`config.mk`:
```
export PLATFORM = sky130hd
export DESIGN_NAME = wiperDebounceTop
export DESIGN_NICKNAME = d
export VERILOG_FILES = /design/src/rtl/wiperDebouncePkg.sv /design/src/rtl/wiperDebounceCtrl.sv /design/src/rtl/wiperDebounceChannel.sv /design/src/rtl/wiperDebounceDatapath.sv /design/src/rtl/wiperDebounceTop.sv
export SDC_FILE = /design/constraint.sdc
export NUM_CORES = 1
export LEC_CHECK = 0
export ABC_AREA = 1
export BUFFER_PORTS_ARGS = -buffer_cell sky130_fd_sc_hd__buf_4
export CAP_MARGIN = 20
export CELL_PAD_IN_SITES_DETAIL_PLACEMENT = 1
export CELL_PAD_IN_SITES_GLOBAL_PLACEMENT = 2
export CORE_MARGIN = 8
export CORE_UTILIZATION = 37
export CTS_BUF_LIST = sky130_fd_sc_hd__clkbuf_8
export CTS_CLUSTER_SIZE = 25
export DETAILED_ROUTE_END_ITERATION = 10
export GPL_ROUTABILITY_DRIVEN = 1
export PLACE_DENSITY = 0.84
export SYNTH_ARGS = -nofsm -noshare
export SYNTH_HDL_FRONTEND = slang
export SYNTH_SLANG_ARGS = --single-unit
```
`constraint.sdc`:
```
create_clock -name clk -period 1.65 [get_ports clk]
set_input_delay 0.33 -clock clk [delete_from_list [all_inputs] [get_ports clk]]
set_output_delay 0.33 -clock clk [all_outputs]
set_load 0.005 [all_outputs]
```
`src/rtl/wiperDebouncePkg.sv`:
```
package wiperDebouncePkg;

  localparam int NUM_CH      = 4;
  localparam int MAX_DIV_LOG = 4;
  localparam int CNT_W       = 4;

  // strobes sent from the control to the datapath
  typedef struct packed {
    logic                   oscTick;
    logic [MAX_DIV_LOG:0]   coarse;   // coarse[k]: tick of a divide-by-2^k tap
  } tickStrobes_t;

  // prescaler tap and tick count used when the clean level goes 0 -> 1
  function automatic int riseDivLog(input int ch);
    case (ch)
      0: return 3;
      1: return 4;
      2: return 1;
      default: return 0;
    endcase
  endfunction

  function automatic int riseCount(input int ch);
    case (ch)
      0: return 4;
      1: return 8;
      2: return 4;
      default: return 3;
    endcase
  endfunction

  // tap and count used when the clean level goes 1 -> 0
  function automatic int fallDivLog(input int ch);
    case (ch)
      0: return 3;
      1: return 4;
      2: return 1;
      default: return 0;
    endcase
  endfunction

  function automatic int fallCount(input int ch);
    case (ch)
      0: return 4;
      1: return 2;
      2: return 4;
      default: return 3;
    endcase
  endfunction

endpackage

```
`src/rtl/wiperDebounceCtrl.sv`:
```
module wiperDebounceCtrl
  import wiperDebouncePkg::*;
(
  input  logic         clk,
  input  logic         rstN,
  input  logic         oscTick,
  output tickStrobes_t strobes
);

  logic [MAX_DIV_LOG-1:0] presc;
  logic [MAX_DIV_LOG:0]   coarseVec;

  // free-running prescaler, advanced only by oscillator cycles
  always_ff @(posedge clk or negedge rstN) begin
    if (!rstN)        presc <= '0;
    else if (oscTick) presc <= presc + 1'b1;
  end

  assign coarseVec[0] = oscTick;

  for (genvar k = 1; k <= MAX_DIV_LOG; k++) begin : g_tap
    assign coarseVec[k] = oscTick & (&presc[k-1:0]);
  end

  always_comb begin
    strobes.oscTick = oscTick;
    strobes.coarse  = coarseVec;
  end

endmodule

```
`src/rtl/wiperDebounceChannel.sv`:
```
module wiperDebounceChannel
  import wiperDebouncePkg::*;
#(
  parameter int RISE_LOG = 0,
  parameter int RISE_N   = 3,
  parameter int FALL_LOG = 0,
  parameter int FALL_N   = 3,
  parameter int W        = 4
) (
  input  logic                 clk,
  input  logic                 rstN,
  input  logic                 syncIn,
  input  logic [MAX_DIV_LOG:0] coarse,
  output logic                 cleanLvl,
  output logic                 changeStrobe
);

  localparam logic [W-1:0] RISE_LAST = W'(RISE_N - 1);
  localparam logic [W-1:0] FALL_LAST = W'(FALL_N - 1);

  logic [W-1:0] cnt;
  logic         differs;
  logic         tick;
  logic         atLast;

  always_comb begin
    differs = syncIn != cleanLvl;
    tick    = cleanLvl ? coarse[FALL_LOG] : coarse[RISE_LOG];
    atLast  = cleanLvl ? (cnt == FALL_LAST) : (cnt == RISE_LAST);
  end

  always_ff @(posedge clk or negedge rstN) begin
    if (!rstN) begin
      cnt          <= '0;
      cleanLvl     <= 1'b0;
      changeStrobe <= 1'b0;
    end else begin
      changeStrobe <= 1'b0;
      if (!differs) begin
        cnt <= '0;
      end else if (tick) begin
        if (atLast) begin
          cleanLvl     <= syncIn;
          changeStrobe <= 1'b1;
          cnt          <= '0;
        end else begin
          cnt <= cnt + 1'b1;
        end
      end
    end
  end

endmodule

```
`src/rtl/wiperDebounceDatapath.sv`:
```
module wiperDebounceDatapath
  import wiperDebouncePkg::*;
(
  input  logic              clk,
  input  logic              rstN,
  input  logic [NUM_CH-1:0] rawIn,
  input  tickStrobes_t      strobes,
  output logic [NUM_CH-1:0] cleanOut,
  output logic [NUM_CH-1:0] changePulse
);

  logic [NUM_CH-1:0] metaStage;
  logic [NUM_CH-1:0] syncStage;

  // two-stage synchroniser, left without reset
  always_ff @(posedge clk) begin
    metaStage <= rawIn;
    syncStage <= metaStage;
  end

  for (genvar ch = 0; ch < NUM_CH; ch++) begin : g_ch
    wiperDebounceChannel #(
      .RISE_LOG (riseDivLog(ch)),
      .RISE_N   (riseCount(ch)),
      .FALL_LOG (fallDivLog(ch)),
      .FALL_N   (fallCount(ch)),
      .W        (CNT_W)
    ) chan_i (
      .clk          (clk),
      .rstN         (rstN),
      .syncIn       (syncStage[ch]),
      .coarse       (strobes.coarse),
      .cleanLvl     (cleanOut[ch]),
      .changeStrobe (changePulse[ch])
    );
  end

endmodule

```
`src/rtl/wiperDebounceTop.sv`:
```
module wiperDebounceTop
  import wiperDebouncePkg::*;
(
  input  logic              clk,
  input  logic              rstN,
  input  logic              oscTick,
  input  logic [NUM_CH-1:0] rawIn,
  output logic [NUM_CH-1:0] cleanOut,
  output logic [NUM_CH-1:0] changePulse
);

  tickStrobes_t strobes;

  wiperDebounceCtrl ctrl_i (
    .clk     (clk),
    .rstN    (rstN),
    .oscTick (oscTick),
    .strobes (strobes)
  );

  wiperDebounceDatapath dp_i (
    .clk         (clk),
    .rstN        (rstN),
    .rawIn       (rawIn),
    .strobes     (strobes),
    .cleanOut    (cleanOut),
    .changePulse (changePulse)
  );

endmodule

```
* Yosys cells after proc, flatten, opt, wreduce, memory -nomap -nowiden
Index checks and enable logic that the tools add are counted.
Storage, ports and cells: input port bits 7, output and inout bits 8, logic and storage cells 67, register bits after elaboration 36
Operators by class: reduce and logical (&&, ||, !) cells 6, add/subtract/negate cells 5, mux-type cells 25, equal/unequal tests 13, bitwise operators 3
Operators with widths (number):
- 4-bit two-way mux | 12
- 4-bit by 1-bit adder with 4-bit output, second input constant | 5
- 3-bit AND reduction | 5
- 1-bit two-way mux | 13
- 4-bit by 2-bit equality test with 1-bit output, second input constant | 3
- 2-bit by 1-bit != test with 1-bit output, second input constant | 3
- 4-bit by 1-bit equality test with 1-bit output, second input constant | 1
- 4-bit by 3-bit equality test with 1-bit output, second input constant | 1
- 1-bit != test | 4
- 4-bit AND reduction | 1
- 1-bit AND | 3
- 2-bit != test, second input constant | 1

* Depth between registers and ports, before layout
Gate-level depths: netlist of run 1.
depth in word-level cells 5, gate-level depth with buffers 8, gate-level depth less buffers 8

* Cells and area by module
From an unflattened synthesis of run 1, not the netlist that was laid out.
Unflattened totals: cell total of the unflattened synthesis 210, area total of the unflattened synthesis 1746.7 um^2
Modules (own cells, without submodules):
- wiperDebounceChannel (dp_i.g_ch[0].chan_i ...) | instances 2, cells each 42, seq. area each 150.1 um^2, area an instance 340.3 um^2
- wiperDebounceChannel (dp_i.g_ch[1].chan_i) | instances 1, cells each 43, seq. area each 150.1 um^2, area an instance 364.1 um^2
- wiperDebounceChannel (dp_i.g_ch[3].chan_i) | instances 1, cells each 46, seq. area each 150.1 um^2, area an instance 315.3 um^2
- wiperDebounceCtrl | instances 1, cells each 29, seq. area each 100.1 um^2, area an instance 226.5 um^2
- wiperDebounceDatapath | instances 1, cells each 8, seq. area each 160.2 um^2, area an instance 160.2 um^2

* Worst setup path before layout of run 1
Ideal clock, no wire load.
kind register -> register, start register ctrl_i.presc[0], end register dp_i.g_ch[0].chan_i.cnt[3], library setup time 0.083 ns, data arrival time 1.225 ns, cell stages (with the launch flop) 8, period minus slack after synthesis 1.307 ns, setup slack 0.343 ns, buffers on the path 0, data required time 1.567 ns, path through dfrtp_1 ha_1 ha_1 nand2_2 inv_1 nor2_1 nand2_1 o21ai_0
Between the ends: cells in the longest elaborated chain, start to end 3
RTL lines:
- start, declared | line wiperDebounceCtrl.sv:10 | logic [MAX_DIV_LOG-1:0] presc;
- start signal, assigned | line wiperDebounceCtrl.sv:16 | else if (oscTick) presc <= presc + 1'b1;
- 3-bit AND reduction | line wiperDebounceCtrl.sv:22 | assign coarseVec[k] = oscTick & (&presc[k-1:0]);
- 1-bit AND | line wiperDebounceCtrl.sv:22
- 2-bit by 1-bit != test with 1-bit output (no line)
- end signal, assigned | line wiperDebounceChannel.sv:47 | cnt <= cnt + 1'b1;
- end, declared | line wiperDebounceChannel.sv:21 | logic [W-1:0] cnt;
Every way passes these cells. A chain may end at the register's enable or synchronous reset.

* Worst setup path after layout of run 1
Same ends and word-level chain as after synthesis.

==> impl_results.md, run 1 <==
* Outcome: completed
* Residual DRC at 0
* Arrival @ worst endpoint at 1.68 ns
* Number of optimization iterations in the first detailed-route pass at 4
* Netlist area before placement at 1697 µm²
* Global-route wire length before repair at 6058 µm
* Worst-skew pair later-pin latency at 0.28 ns
* Post-route setup TNS at 0 ns
* Max Slew Vio Count at 0
* Power share of the combinational group at 14.7%
* Routed Antenna Nets at 0
* Proportion of register bits with asynchronous set or reset after synthesis at 77.78%
* Share of synthesized cell area in and, or, nand and nor gates at 27.80%
* Worst slew margin relative to its limit at 74.94%
* Most frequently used cell type in the post-synthesis netlist: sky130_fd_sc_hd__nand2_1
* Count of nets after finishing at 221
* Part of the total power dissipated in the clock network at 31.1%
* CTS buffer count at 5
* Clock-pin slew of the registers on the worst-case setup and hold paths at 0.07 ns
* Global-route total usage across every layer at 10.37%
* Startpoint of the most critical hold path: rawIn[0]
* Required arrival time at the worst endpoint at 1.84 ns
* Fraction of power spent switching nets at 27.98%
* Syn nets at 208
* Number of stages on the worst hold path at 1
* Flip-flop and latch count after synthesis at 36
* Buffer type at the clock tree root: sky130_fd_sc_hd__clkbuf_8
* Fraction of synthesized area in multiplexers at 0%
* Synthesized netlist cell count at 194
* Number of warnings printed during yosys synthesis at 0
* Setup Fix Bufs, Post-CTS at 0
* Leakage at 0.9983 nW
* Number of H-tree branching levels at 2
* Number of sinks handled by clock tree synthesis at 36
* Minimum clock period after layout at 1.492 ns
* Largest family of logic cells by synthesized area: simple AND/OR/NAND/NOR gates
* Maximum number of pins on one net before global-route repair at 29
* Parity-gate share of the synthesized area counting xor and xnor cells at 3.614%
* Die ar. at 7008 µm²
* Main flop type after synthesis: sky130_fd_sc_hd__dfrtp_1
* Avg Cell Area, Syn at 8.746 µm²
* Endpoint type of the worst setup path: flip-flop
* CTS hold repair buffers at 1
* Length in cells of the worst reg-to-reg path at 7
* IR drop worst, VDD at 528.6 µV
* I/O pins at 15
* Filler cell count in the final layout at 542
* Adder-Cell Fraction of Synth Area at 5.162%
* Cell Area, Placed at 1799 µm²
* Crit path max fanout at 4
* Final core area utilization at 43.32%
* Number of global-route vias before repair at 1393
* Crit share post-route at 90.40%
* Count of flip-flops with a built-in enable after synthesis at 0
* Count of maximum capacitance violations at 0
* Classification of the worst setup path: reg -> reg
* Layout area overhead at 11.95%
* Core Region at 4384 µm²
* Worst setup slack for register-to-register paths at 0.16 ns
* Die extent in y at 83.72 µm
* Initial cell density of the core at 38.70%
* Gates resized, CTS repair at 0
* Hold Crit Endpoint: dp_i.metaStage[0]$_DFF_P_
* Kind of start point of the critical path: flip-flop
* Count of buffers inserted at the top-level ports at 14
* # diodes at 0
* Unique masters post-synth at 23
* Post-DR wirelength/cell at 12.65 µm
* Unrepaired setup endpoints after global routing: false
* Synth Area in Compound Gates at 4.277%
* Ratio of routed vias to standard cells at 4.819
* Sequential cell fraction of total power at 54.2%
* Critical register-to-register path endpoint: dp_i.g_ch[0].chan_i.cnt[3]$_DFFE_PN0P_
* Share of final-layout standard cells stronger than drive strength 1 at 14.90%
* Global placer's final weighted congestion at 0.8089
* Fin area at 1899 µm²
* Number of core rows at 24
* Setup Skew at 0.005958 ns
* Width of the chip at 83.72 µm
* Highest clock frequency the design can meet at 670.4 MHz
* Violation count after the first detailed-route iteration at 26
* R2r startpoint: ctrl_i.presc[0]$_DFFE_PN0P_
* Final setup violation count at 0
* Top post-synthesis cells by count: sky130_fd_sc_hd__nand2_1, sky130_fd_sc_hd__dfrtp_1, sky130_fd_sc_hd__inv_1, sky130_fd_sc_hd__nand3_1, sky130_fd_sc_hd__o21ai_0
* Worst Hold Class: in -> reg
* Internal cell power at 1.428 mW
* Leading area contributor after synthesis: sky130_fd_sc_hd__dfrtp_1
* Total gr overflow at 0
* Routed WL at 3290 µm
* Pwr Density at 1044 nW/µm²
* Final-report hold violation count at 0
* HPWL reported at the end of detailed placement at 2597 µm
* Sw power at 554.7 µW
* Dominant cells by area after synthesis: sky130_fd_sc_hd__dfrtp_1, sky130_fd_sc_hd__nand2_1, sky130_fd_sc_hd__dfxtp_1
* Maximum buffer depth of the clock tree at 2
* Antenna violations before repair at 0
* Share of the yosys chip area belonging to registers at 50.74%
* Hold WS at 0.1491 ns
* Share of Yosys cell area claimed by the top area cell type at 41.30%
* Clock tree from TritonCTS: done
* Vias at 1253
* Measured slew at the worst slew-check pin at 0.3759 ns
-- area by class of cell --
| class | instances | area [µm²] | area share, % |
|---|---|---|---|
| Multi-Input combinational cell | 129 | 693.2 | 36.50 |
| Inverter | 20 | 75.07 | 3.953 |
| Clock inverter | 2 | 7.507 | 0.3953 |
| Tap cell | 52 | 65.06 | 3.426 |
| Timing Repair Buffer | 15 | 115.1 | 6.061 |
| Sequential cell | 36 | 860.8 | 45.32 |
| Clock buffer | 6 | 82.58 | 4.348 |
-- per-stage QoR --
stage                     std cells  power (mW)  setup slack (ns)
after detailed placement        251       1.393            0.1320
after global placement          251       1.365            0.2947
final                           260       1.983            0.1584
after global routing            260       2.131          0.002879
after CTS                       260       2.031            0.1246
after floorplan                 194       1.290            0.3427
-- routing by layer --
metal	global-route usage [%]	part of all wire [%]	routed length (µm)
met5	0	0	0
met4	3.768	1.5	50
met3	3.809	4.6	150
met2	18.11	50	1651
met1	11.12	44	1437
-- registers in the layout, summed over array words and instances, names as in the netlist --
signal,cells
dp_i.g_ch.chan_i.changeStrobe,4
dp_i.syncStage,4
dp_i.g_ch.chan_i.cleanLvl,4
dp_i.metaStage,4
ctrl_i.presc,4
dp_i.g_ch.chan_i.cnt,16
-- cells in the final DEF (no fill, tap or decap) --
| master | synthesis | final |
|---|---|---|
| sky130_fd_sc_hd__nand2_1 | 58 | 58 |
| sky130_fd_sc_hd__dfrtp_1 | 28 | 28 |
| sky130_fd_sc_hd__inv_1 | 18 | 20 |
| sky130_fd_sc_hd__nand3_1 | 18 | 18 |
| sky130_fd_sc_hd__buf_4 | 9 | 14 |
| sky130_fd_sc_hd__o21ai_0 | 13 | 13 |
| sky130_fd_sc_hd__nor2_1 | 12 | 12 |
| sky130_fd_sc_hd__dfxtp_1 | 8 | 8 |
| sky130_fd_sc_hd__ha_1 | 7 | 7 |
| sky130_fd_sc_hd__clkbuf_8 | 0 | 6 |
| sky130_fd_sc_hd__xor2_1 | 5 | 5 |
| sky130_fd_sc_hd__nand2_2 | 4 | 4 |
| sky130_fd_sc_hd__inv_2 | 2 | 2 |
| sky130_fd_sc_hd__xnor2_1 | 2 | 2 |
| sky130_fd_sc_hd__nor2_2 | 1 | 1 |
| sky130_fd_sc_hd__nand2_4 | 1 | 1 |
| sky130_fd_sc_hd__nand4_4 | 1 | 1 |
| sky130_fd_sc_hd__nor2_8 | 1 | 1 |
| sky130_fd_sc_hd__or2_1 | 1 | 1 |
| sky130_fd_sc_hd__and2_1 | 1 | 1 |
| sky130_fd_sc_hd__nand4_1 | 1 | 1 |
| sky130_fd_sc_hd__nor2b_2 | 1 | 1 |
| sky130_fd_sc_hd__nand3b_1 | 1 | 1 |
| sky130_fd_sc_hd__o31ai_1 | 1 | 1 |
| sky130_fd_sc_hd__dlygate4sd3_1 | 0 | 1 |
-- logic make-up after synthesis --
group / Yosys count
adder cells (fa/ha/maj): 7
AO/OA/AOI/OAI: 14
buffers and inverters: 29
flip-flops: 36
XOR/XNOR: 7
AND/OR/NAND/NOR: 101
-- power groups by stage --
stage	Sequential [mW]	Clock, mW	Combinational [mW]
global route	1.09	0.691	0.349
global placement	1.08	0	0.282
floorplan	1.07	0	0.221
CTS	1.08	0.650	0.304
finish	1.08	0.616	0.292
detailed placement	1.09	0	0.300
-- worst max-delay path by stage --
stage	slack, ns	end	from
global route	0.003	dp_i.g_ch[0].chan_i.cnt[3]$_DFFE_PN0P_	ctrl_i.presc[0]$_DFFE_PN0P_
CTS	0.12	dp_i.g_ch[0].chan_i.cnt[3]$_DFFE_PN0P_	ctrl_i.presc[0]$_DFFE_PN0P_
floorplan	0.34	dp_i.g_ch[0].chan_i.cnt[3]$_DFFE_PN0P_	ctrl_i.presc[0]$_DFFE_PN0P_
finish	0.16	dp_i.g_ch[0].chan_i.cnt[3]$_DFFE_PN0P_	ctrl_i.presc[0]$_DFFE_PN0P_
global placement	0.29	dp_i.g_ch[0].chan_i.cnt[3]$_DFFE_PN0P_	ctrl_i.presc[0]$_DFFE_PN0P_
detailed placement	0.13	dp_i.g_ch[0].chan_i.cnt[3]$_DFFE_PN0P_	ctrl_i.presc[0]$_DFFE_PN0P_
-- critical path, cell delays in order, from the launching register on --
cell,delay [ns]
sky130_fd_sc_hd__dfrtp_1,0.41
sky130_fd_sc_hd__ha_1,0.25
sky130_fd_sc_hd__ha_1,0.22
sky130_fd_sc_hd__nand2_2,0.09
sky130_fd_sc_hd__inv_1,0.06
sky130_fd_sc_hd__nor2_1,0.19
sky130_fd_sc_hd__nand2_1,0.07
sky130_fd_sc_hd__o21ai_0,0.10
Note: power is estimated with default switching activity, not from simulation.
==> run 2: changes to the inputs <==
- PLACE_DENSITY: 0.84 -> 0.85
- SYNTH_HIERARCHICAL: unset -> 1
==> impl_results.md, run 2 <==
* CTS buffer count at 5 (unchanged)
* Worst-skew pair later-pin latency at 0.28 ns (about the same)
* Pwr Density at 985.8 nW/µm² (-5.6%)
* Post-route setup TNS at 0 ns (unchanged)
* R2r startpoint: ctrl_i/presc[0]$_DFFE_PN0P_
* Kind of start point of the critical path: flip-flop
* Vias at 1325 (+5.7%)
* Clock-pin slew of the registers on the worst-case setup and hold paths at 0.07 ns (about the same)
* Global-route total usage across every layer at 10.50% (+0.12 points)
* Measured slew at the worst slew-check pin at 0.3868 ns (+0.01088 ns)
* Clock tree from TritonCTS: done
* Top library cells by usage in the layout, fill and taps aside: sky130_fd_sc_hd__nand2_1, sky130_fd_sc_hd__inv_1, sky130_fd_sc_hd__dfrtp_1, sky130_fd_sc_hd__buf_4, sky130_fd_sc_hd__nor2_1
* Worst Hold Class: in -> reg
* Number of core rows at 25 (+4.2%)
* Number of sinks handled by clock tree synthesis at 36 (unchanged)
* Crit share post-route at 85.16% (-5.2 points)
* Residual DRC at 0 (unchanged)
* Classification of the worst setup path: reg -> reg
* Total gr overflow at 0 (unchanged)
* Crit path to: dp_i/g_ch[0].chan_i/cleanLvl$_DFFE_PN0P_
* Critical register-to-register path endpoint: dp_i/g_ch[0].chan_i/cleanLvl$_DFFE_PN0P_
* Max Slew Vio Count at 0 (unchanged)
* Number of flip-flops under the largest register name at 16 (unchanged)
* # diodes at 0 (unchanged)
* Number of H-tree branching levels at 2 (unchanged)
* Worst setup slack for register-to-register paths at 0.24 ns (+0.09 ns)
* Cell Area, Placed at 1908 µm² (+6.0%)
* Layout area overhead at 15.72%
* Global placer's final weighted congestion at 0.7245 (-10%)
* Length in cells of the worst reg-to-reg path at 7 (unchanged)
* Buffer type at the clock tree root: sky130_fd_sc_hd__clkbuf_8
* Crit path max fanout at 3 (-1)
* HPWL reported at the end of detailed placement at 2505 µm (-3.6%)
* Initial cell density of the core at 37.49% (-1.2 points)
* Gates resized, CTS repair at 0 (unchanged)
* Most frequent standard cell in the layout excluding fill and tap cells: sky130_fd_sc_hd__nand2_1
* Number of optimization iterations in the first detailed-route pass at 4 (unchanged)
* I/O pins at 15 (unchanged)
* Synthesized netlist cell count at 208 (+7.2%)
* Final-report hold violation count at 0 (unchanged)
* Setup Skew at 0.005377 ns (-0.0005807 ns)
* Area of the multi-input gates at 747.0 µm² (+7.8%)
* Minimum clock period after layout at 1.405 ns (-0.08650 ns)
* Core Region at 4629 µm² (+5.6%)
* Antenna violations before repair at 0 (unchanged)
* Endpoint type of the worst setup path: flip-flop
* Required arrival time at the worst endpoint at 1.81 ns (-0.03 ns)
* Ratio of routed vias to standard cells at 4.649 (-3.5%)
* Worst slew margin relative to its limit at 74.21% (-0.73 points)
* Violation count after the first detailed-route iteration at 38 (+46%)
* Post-DR wirelength/cell at 11.56 µm (-8.6%)
* Number of global-route vias before repair at 1390 (-0.22%)
* Avg Cell Area, Syn at 8.343 µm² (-4.6%)
* Width of the chip at 84.49 µm (+0.92%)
* Unrepaired setup endpoints after global routing: false
* Global-route wire length before repair at 6292 µm (+3.9%)
* Maximum buffer depth of the clock tree at 2 (unchanged)
* Routed WL at 3296 µm (+0.18%)
* Count of nets after finishing at 242 (+9.5%)
* Number of stages on the worst hold path at 1 (unchanged)
* Highest clock frequency the design can meet at 711.7 MHz (+6.2%)
* Count of maximum capacitance violations at 0 (unchanged)
* Routed Antenna Nets at 0 (unchanged)
* Syn nets at 220 (+5.8%)
* Register name with the most flops: dp_i/g_ch.chan_i/cnt
* IR drop worst, VDD at 635.3 µV (+20%)
* Die ar. at 7138 µm² (+1.8%)
* Leakage at 1.036 nW (+3.8%)
* Fin area at 2008 µm² (+5.7%)
* Share of final-layout standard cells stronger than drive strength 1 at 20.35% (+5.4 points)
* Number of warnings printed during yosys synthesis at 6 (+6)
* Hold WS at 0.1509 ns (+0.001777 ns)
* Filler cell count in the final layout at 564 (+4.1%)
* Launching instance or port of the critical path: ctrl_i/presc[0]$_DFFE_PN0P_
* Maximum number of pins on one net before global-route repair at 29 (unchanged)
* Arrival @ worst endpoint at 1.57 ns (-0.11 ns)
* Sequential cell area at 860.8 µm² (unchanged)
* Final setup violation count at 0 (unchanged)
* Netlist area before placement at 1735 µm² (+2.3%)
* Outcome: completed
* Count of buffers inserted at the top-level ports at 14 (unchanged)
* Die extent in y at 84.49 µm (+0.92%)
[run 2: final cells by class]
class                           count  area share [%]
Sequential cell                    36           42.87
Multi-Input combinational cell    139           37.20
Timing Repair Buffer               16           6.106
Inverter                           32           5.981
Clock buffer                        6           4.112
Tap cell                           54           3.364
Clock inverter                      2          0.3738
[run 2: how the worst min path moves through the flow]
stage | start | end | slack [ns]
floorplan | rstN | ctrl_i/presc[0]$_DFFE_PN0P_ | 0.03
global placement | rstN | dp_i/g_ch[3].chan_i/cnt[3]$_DFFE_PN0P_ | 0.29
detailed placement | rstN | dp_i/g_ch[3].chan_i/cnt[3]$_DFFE_PN0P_ | 0.28
CTS | rawIn[2] | dp_i/metaStage[2]$_DFF_P_ | 0.14
global route | rawIn[2] | dp_i/metaStage[2]$_DFF_P_ | 0.13
finish | rawIn[2] | dp_i/metaStage[2]$_DFF_P_ | 0.15
[run 2: worst max-delay path, cell delays in order (launching register included)]
cell and delay [ns]:
sky130_fd_sc_hd__dfrtp_1 0.39, sky130_fd_sc_hd__ha_1 0.19, sky130_fd_sc_hd__ha_1 0.14, sky130_fd_sc_hd__nand2_1 0.04
sky130_fd_sc_hd__inv_1 0.13, sky130_fd_sc_hd__nand3_1 0.16, sky130_fd_sc_hd__o21ai_0 0.18, sky130_fd_sc_hd__nand2_1 0.07
[run 2: per-stage QoR]
step | total power [mW] | cells | util, % | setup slack [ns]
final | 1.980 | 285 | 43.38 | 0.2449
after global routing | 2.120 | 285 | 43.38 | 0.08759
after CTS | 2.025 | 285 | 43.38 | 0.2152
after detailed placement | 1.383 | 276 | 41.22 | 0.2299
after global placement | 1.377 | 276 | 41.22 | 0.3000
after floorplan | 1.261 | 208 | - | 0.2907
[run 2: report_power, final]
part	switching (mW)	internal, mW
Sequential	0.0737	0.963
Combinational	0.199	0.123
Clock	0.292	0.328
Total	0.565	1.41
[run 2: what timing repair did]
item / CTS / global route
endpoints found under the hold margin: 28 / 0
buffers inserted: 0 / 0
hold buffers: 1 / 0
[run 2: layer usage]
| metal | vias to the layer above | share of wire (%) | global-route usage (%) |
|---|---|---|---|
| met2 | 14 | 43 | 16.25 |
| met3 | 3 | 4.1 | 3.707 |
| met5 | - | 0 | 0 |
| met1 | 617 | 52 | 13.58 |
| li1 | 691 | - | - |
| met4 | 0 | 0.76 | 2.427 |
==> run 3: changes to the inputs <==
- ABC_AREA: 1 -> unset
- CORE_UTILIZATION: 37 -> 40
- PLACE_DENSITY: 0.85 -> 0.84
==> impl_results.md, run 3 <==
* Violation count after the first detailed-route iteration at 46 (+21%)
* Global-route total usage across every layer at 11.21% (+0.71 points)
* Final core area utilization at 50.37% (+7.0 points)
* Die extent in y at 78.63 µm (-6.9%)
* Clock-pin slew of the registers on the worst-case setup and hold paths at 0.08 ns (about the same)
* Crit share post-route at 97.33% (+12 points)
* Worst slew margin relative to its limit at 66.92% (-7.3 points)
* Syn nets at 147 (-33%)
* Final-report hold violation count at 0 (unchanged)
* Routed Antenna Nets at 0 (unchanged)
* Ratio of routed vias to standard cells at 5.226 (+12%)
* Width of the chip at 78.63 µm (-6.9%)
* Synthesized netlist cell count at 135 (-35%)
* Initial cell density of the core at 42.22% (+4.7 points)
* Routed WL at 3175 µm (-3.7%)
* HPWL reported at the end of detailed placement at 2180 µm (-13%)
* # diodes at 0 (unchanged)
* Number of warnings printed during yosys synthesis at 6 (unchanged)
* Filler cell count in the final layout at 425 (-25%)
* CTS buffer count at 5 (unchanged)
* Setup Skew at 0.007384 ns (+0.002007 ns)
* Count of buffers inserted at the top-level ports at 14 (unchanged)
* Maximum number of pins on one net before global-route repair at 29 (unchanged)
* Kind of start point of the critical path: flip-flop
* Arrival @ worst endpoint at 1.82 ns (+0.25 ns)
* Highest clock frequency the design can meet at 622.7 MHz (-13%)
* Peak per-stage delay on the critical path at 0.40 ns (about the same)
* Outcome: completed
* Number of optimization iterations in the first detailed-route pass at 2 (-2)
* Vias at 1087 (-18%)
* Most frequent standard cell in the layout excluding fill and tap cells: sky130_fd_sc_hd__dfrtp_1
* R2r startpoint: ctrl_i/presc[0]$_DFFE_PN0P_
* Launching instance or port of the critical path: ctrl_i/presc[0]$_DFFE_PN0P_
* Endpoint type of the worst setup path: flip-flop
* Startpoint of the most critical hold path: rawIn[0]
* Buffer type at the clock tree root: sky130_fd_sc_hd__clkbuf_8
* Avg Cell Area, Syn at 11.62 µm² (+39%)
* Count of nets after finishing at 171 (-29%)
* Required arrival time at the worst endpoint at 1.87 ns (+0.06 ns)
* Minimum clock period after layout at 1.606 ns (+0.2009 ns)
* Die ar. at 6183 µm² (-13%)
* Fin area at 1872 µm² (-6.8%)
* Global-route wire length before repair at 5547 µm (-12%)
* Post-route setup TNS at 0 ns (unchanged)
* Classification of the worst setup path: reg -> reg
* Total gr overflow at 0 (unchanged)
* Cell Area, Placed at 1734 µm² (-9.1%)
* Register name with the most flops: dp_i/g_ch.chan_i/cnt
* Maximum buffer depth of the clock tree at 2 (unchanged)
* Leakage at 0.8467 nW (-18%)
* Worst Hold Class: in -> reg
* Unrepaired setup endpoints after global routing: true
* Worst-skew pair later-pin latency at 0.29 ns (about the same)
* Antenna violations before repair at 0 (unchanged)
* Number of H-tree branching levels at 2 (unchanged)
* I/O pins at 15 (unchanged)
* Number of core rows at 22 (-12%)
* Core Region at 3716 µm² (-20%)
* Layout area overhead at 19.30%
* Number of flip-flops under the largest register name at 16 (unchanged)
* Top library cells by usage in the layout, fill and taps aside: sky130_fd_sc_hd__dfrtp_1, sky130_fd_sc_hd__buf_4, sky130_fd_sc_hd__nor2_1, sky130_fd_sc_hd__nand2_1, sky130_fd_sc_hd__dfxtp_1
* Share of final-layout standard cells stronger than drive strength 1 at 27.50% (+7.2 points)
* Number of sinks handled by clock tree synthesis at 36 (unchanged)
* Global placer's final weighted congestion at 0.7645 (+5.5%)
* Slowest stage cell on the critical path: sky130_fd_sc_hd__dfrtp_1
* Number of global-route vias before repair at 1171 (-16%)
* Max Slew Vio Count at 0 (unchanged)
* Measured slew at the worst slew-check pin at 0.4927 ns (+0.1059 ns)
* Chain of cells forming the critical path: ha_1 > and2_4 > and3_4 > and3b_2 > a211o_1 > a31oi_1
* Clock tree from TritonCTS: done
* Pwr Density at 1201 nW/µm² (+22%)
* Netlist area before placement at 1569 µm² (-9.6%)
* Final setup violation count at 0 (unchanged)
* Crit path max fanout at 6 (+3)
* Count of maximum capacitance violations at 0 (unchanged)
* Residual DRC at 0 (unchanged)
* IR drop worst, VDD at 562.6 µV (-11%)
* Post-DR wirelength/cell at 15.26 µm (+32%)
==> run 3: repair_timing <==
item,CTS,global route
hold buffers,1,0
gates resized for setup,5,1
pin swaps,1,0
endpoints found under the setup margin,2,2
endpoints found under the hold margin,28,0
setup buffers,1,1
==> run 3: path summary, 6_finish.rpt <==
check / end / slack (ns) / cells after the start
max reg2reg: dp_i/g_ch[1].chan_i/cnt[1]$_DFFE_PN0P_ / 0.04 / 6
min reg2reg: dp_i/syncStage[0]$_DFF_P_ / 0.33 / 0
min: dp_i/metaStage[0]$_DFF_P_ / 0.14 / 1
min in group asynchronous: dp_i/g_ch[1].chan_i/cnt[3]$_DFFE_PN0P_ / 0.50 / 2
max: dp_i/g_ch[1].chan_i/cnt[1]$_DFFE_PN0P_ / 0.04 / 6
max in group asynchronous: dp_i/g_ch[3].chan_i/cleanLvl$_DFFE_PN0P_ / 0.87 / 2
==> run 3: through the flow <==
| step | power [mW] | setup WS, ns | hold WS (ns) | cells |
|---|---|---|---|---|
| CTS | 2.250 | 0.05354 | 0.1326 | 207 |
| floorplan | 1.394 | 0.05293 | 0.03441 | 135 |
| finish | 2.248 | 0.04406 | 0.1442 | 208 |
| detailed placement | 1.564 | -0.1008 | 0.2751 | 197 |
| global route | 2.377 | -0.008210 | 0.1342 | 208 |
| global placement | 1.524 | 0.03690 | 0.2767 | 197 |
==> run 3: final cells by class <==
class / count / area, µm² / share of cell area, %
multi-input combinational: 94 / 701.9 / 37.50
inverter: 3 / 11.26 / 0.6016
timing repair buffer: 19 / 145.1 / 7.754
clock buffer: 6 / 82.58 / 4.412
tap: 48 / 60.06 / 3.209
clock inverter: 2 / 10.01 / 0.5348
sequential: 36 / 860.8 / 45.99
==> run 3: per-layer routing <==
layer / global-route usage (%) / wire length (µm) / up-vias
met1: 12.42 / 1336 / 546
met5: 0 / 0 / -
li1: - / - / 524
met2: 19.55 / 1686 / 12
met3: 3.075 / 108 / 5
met4: 5.000 / 44 / 0
==> run 3: power breakdown <==
part | switching, mW | internal, mW | total (mW)
clock network | 0.314 | 0.333 | 0.647
logic | 0.211 | 0.262 | 0.473
registers | 0.127 | 1.00 | 1.13
total | 0.652 | 1.60 | 2.25
==> run 3: worst max-delay path: cells and delay by family (launching register included) <==
kind                     cells  cell delay [ns]
AO/OA/AOI/OAI                2             0.38
flip-flops                   1             0.40
AND/OR/NAND/NOR              3             0.55
adder cells (fa/ha/maj)      1             0.22
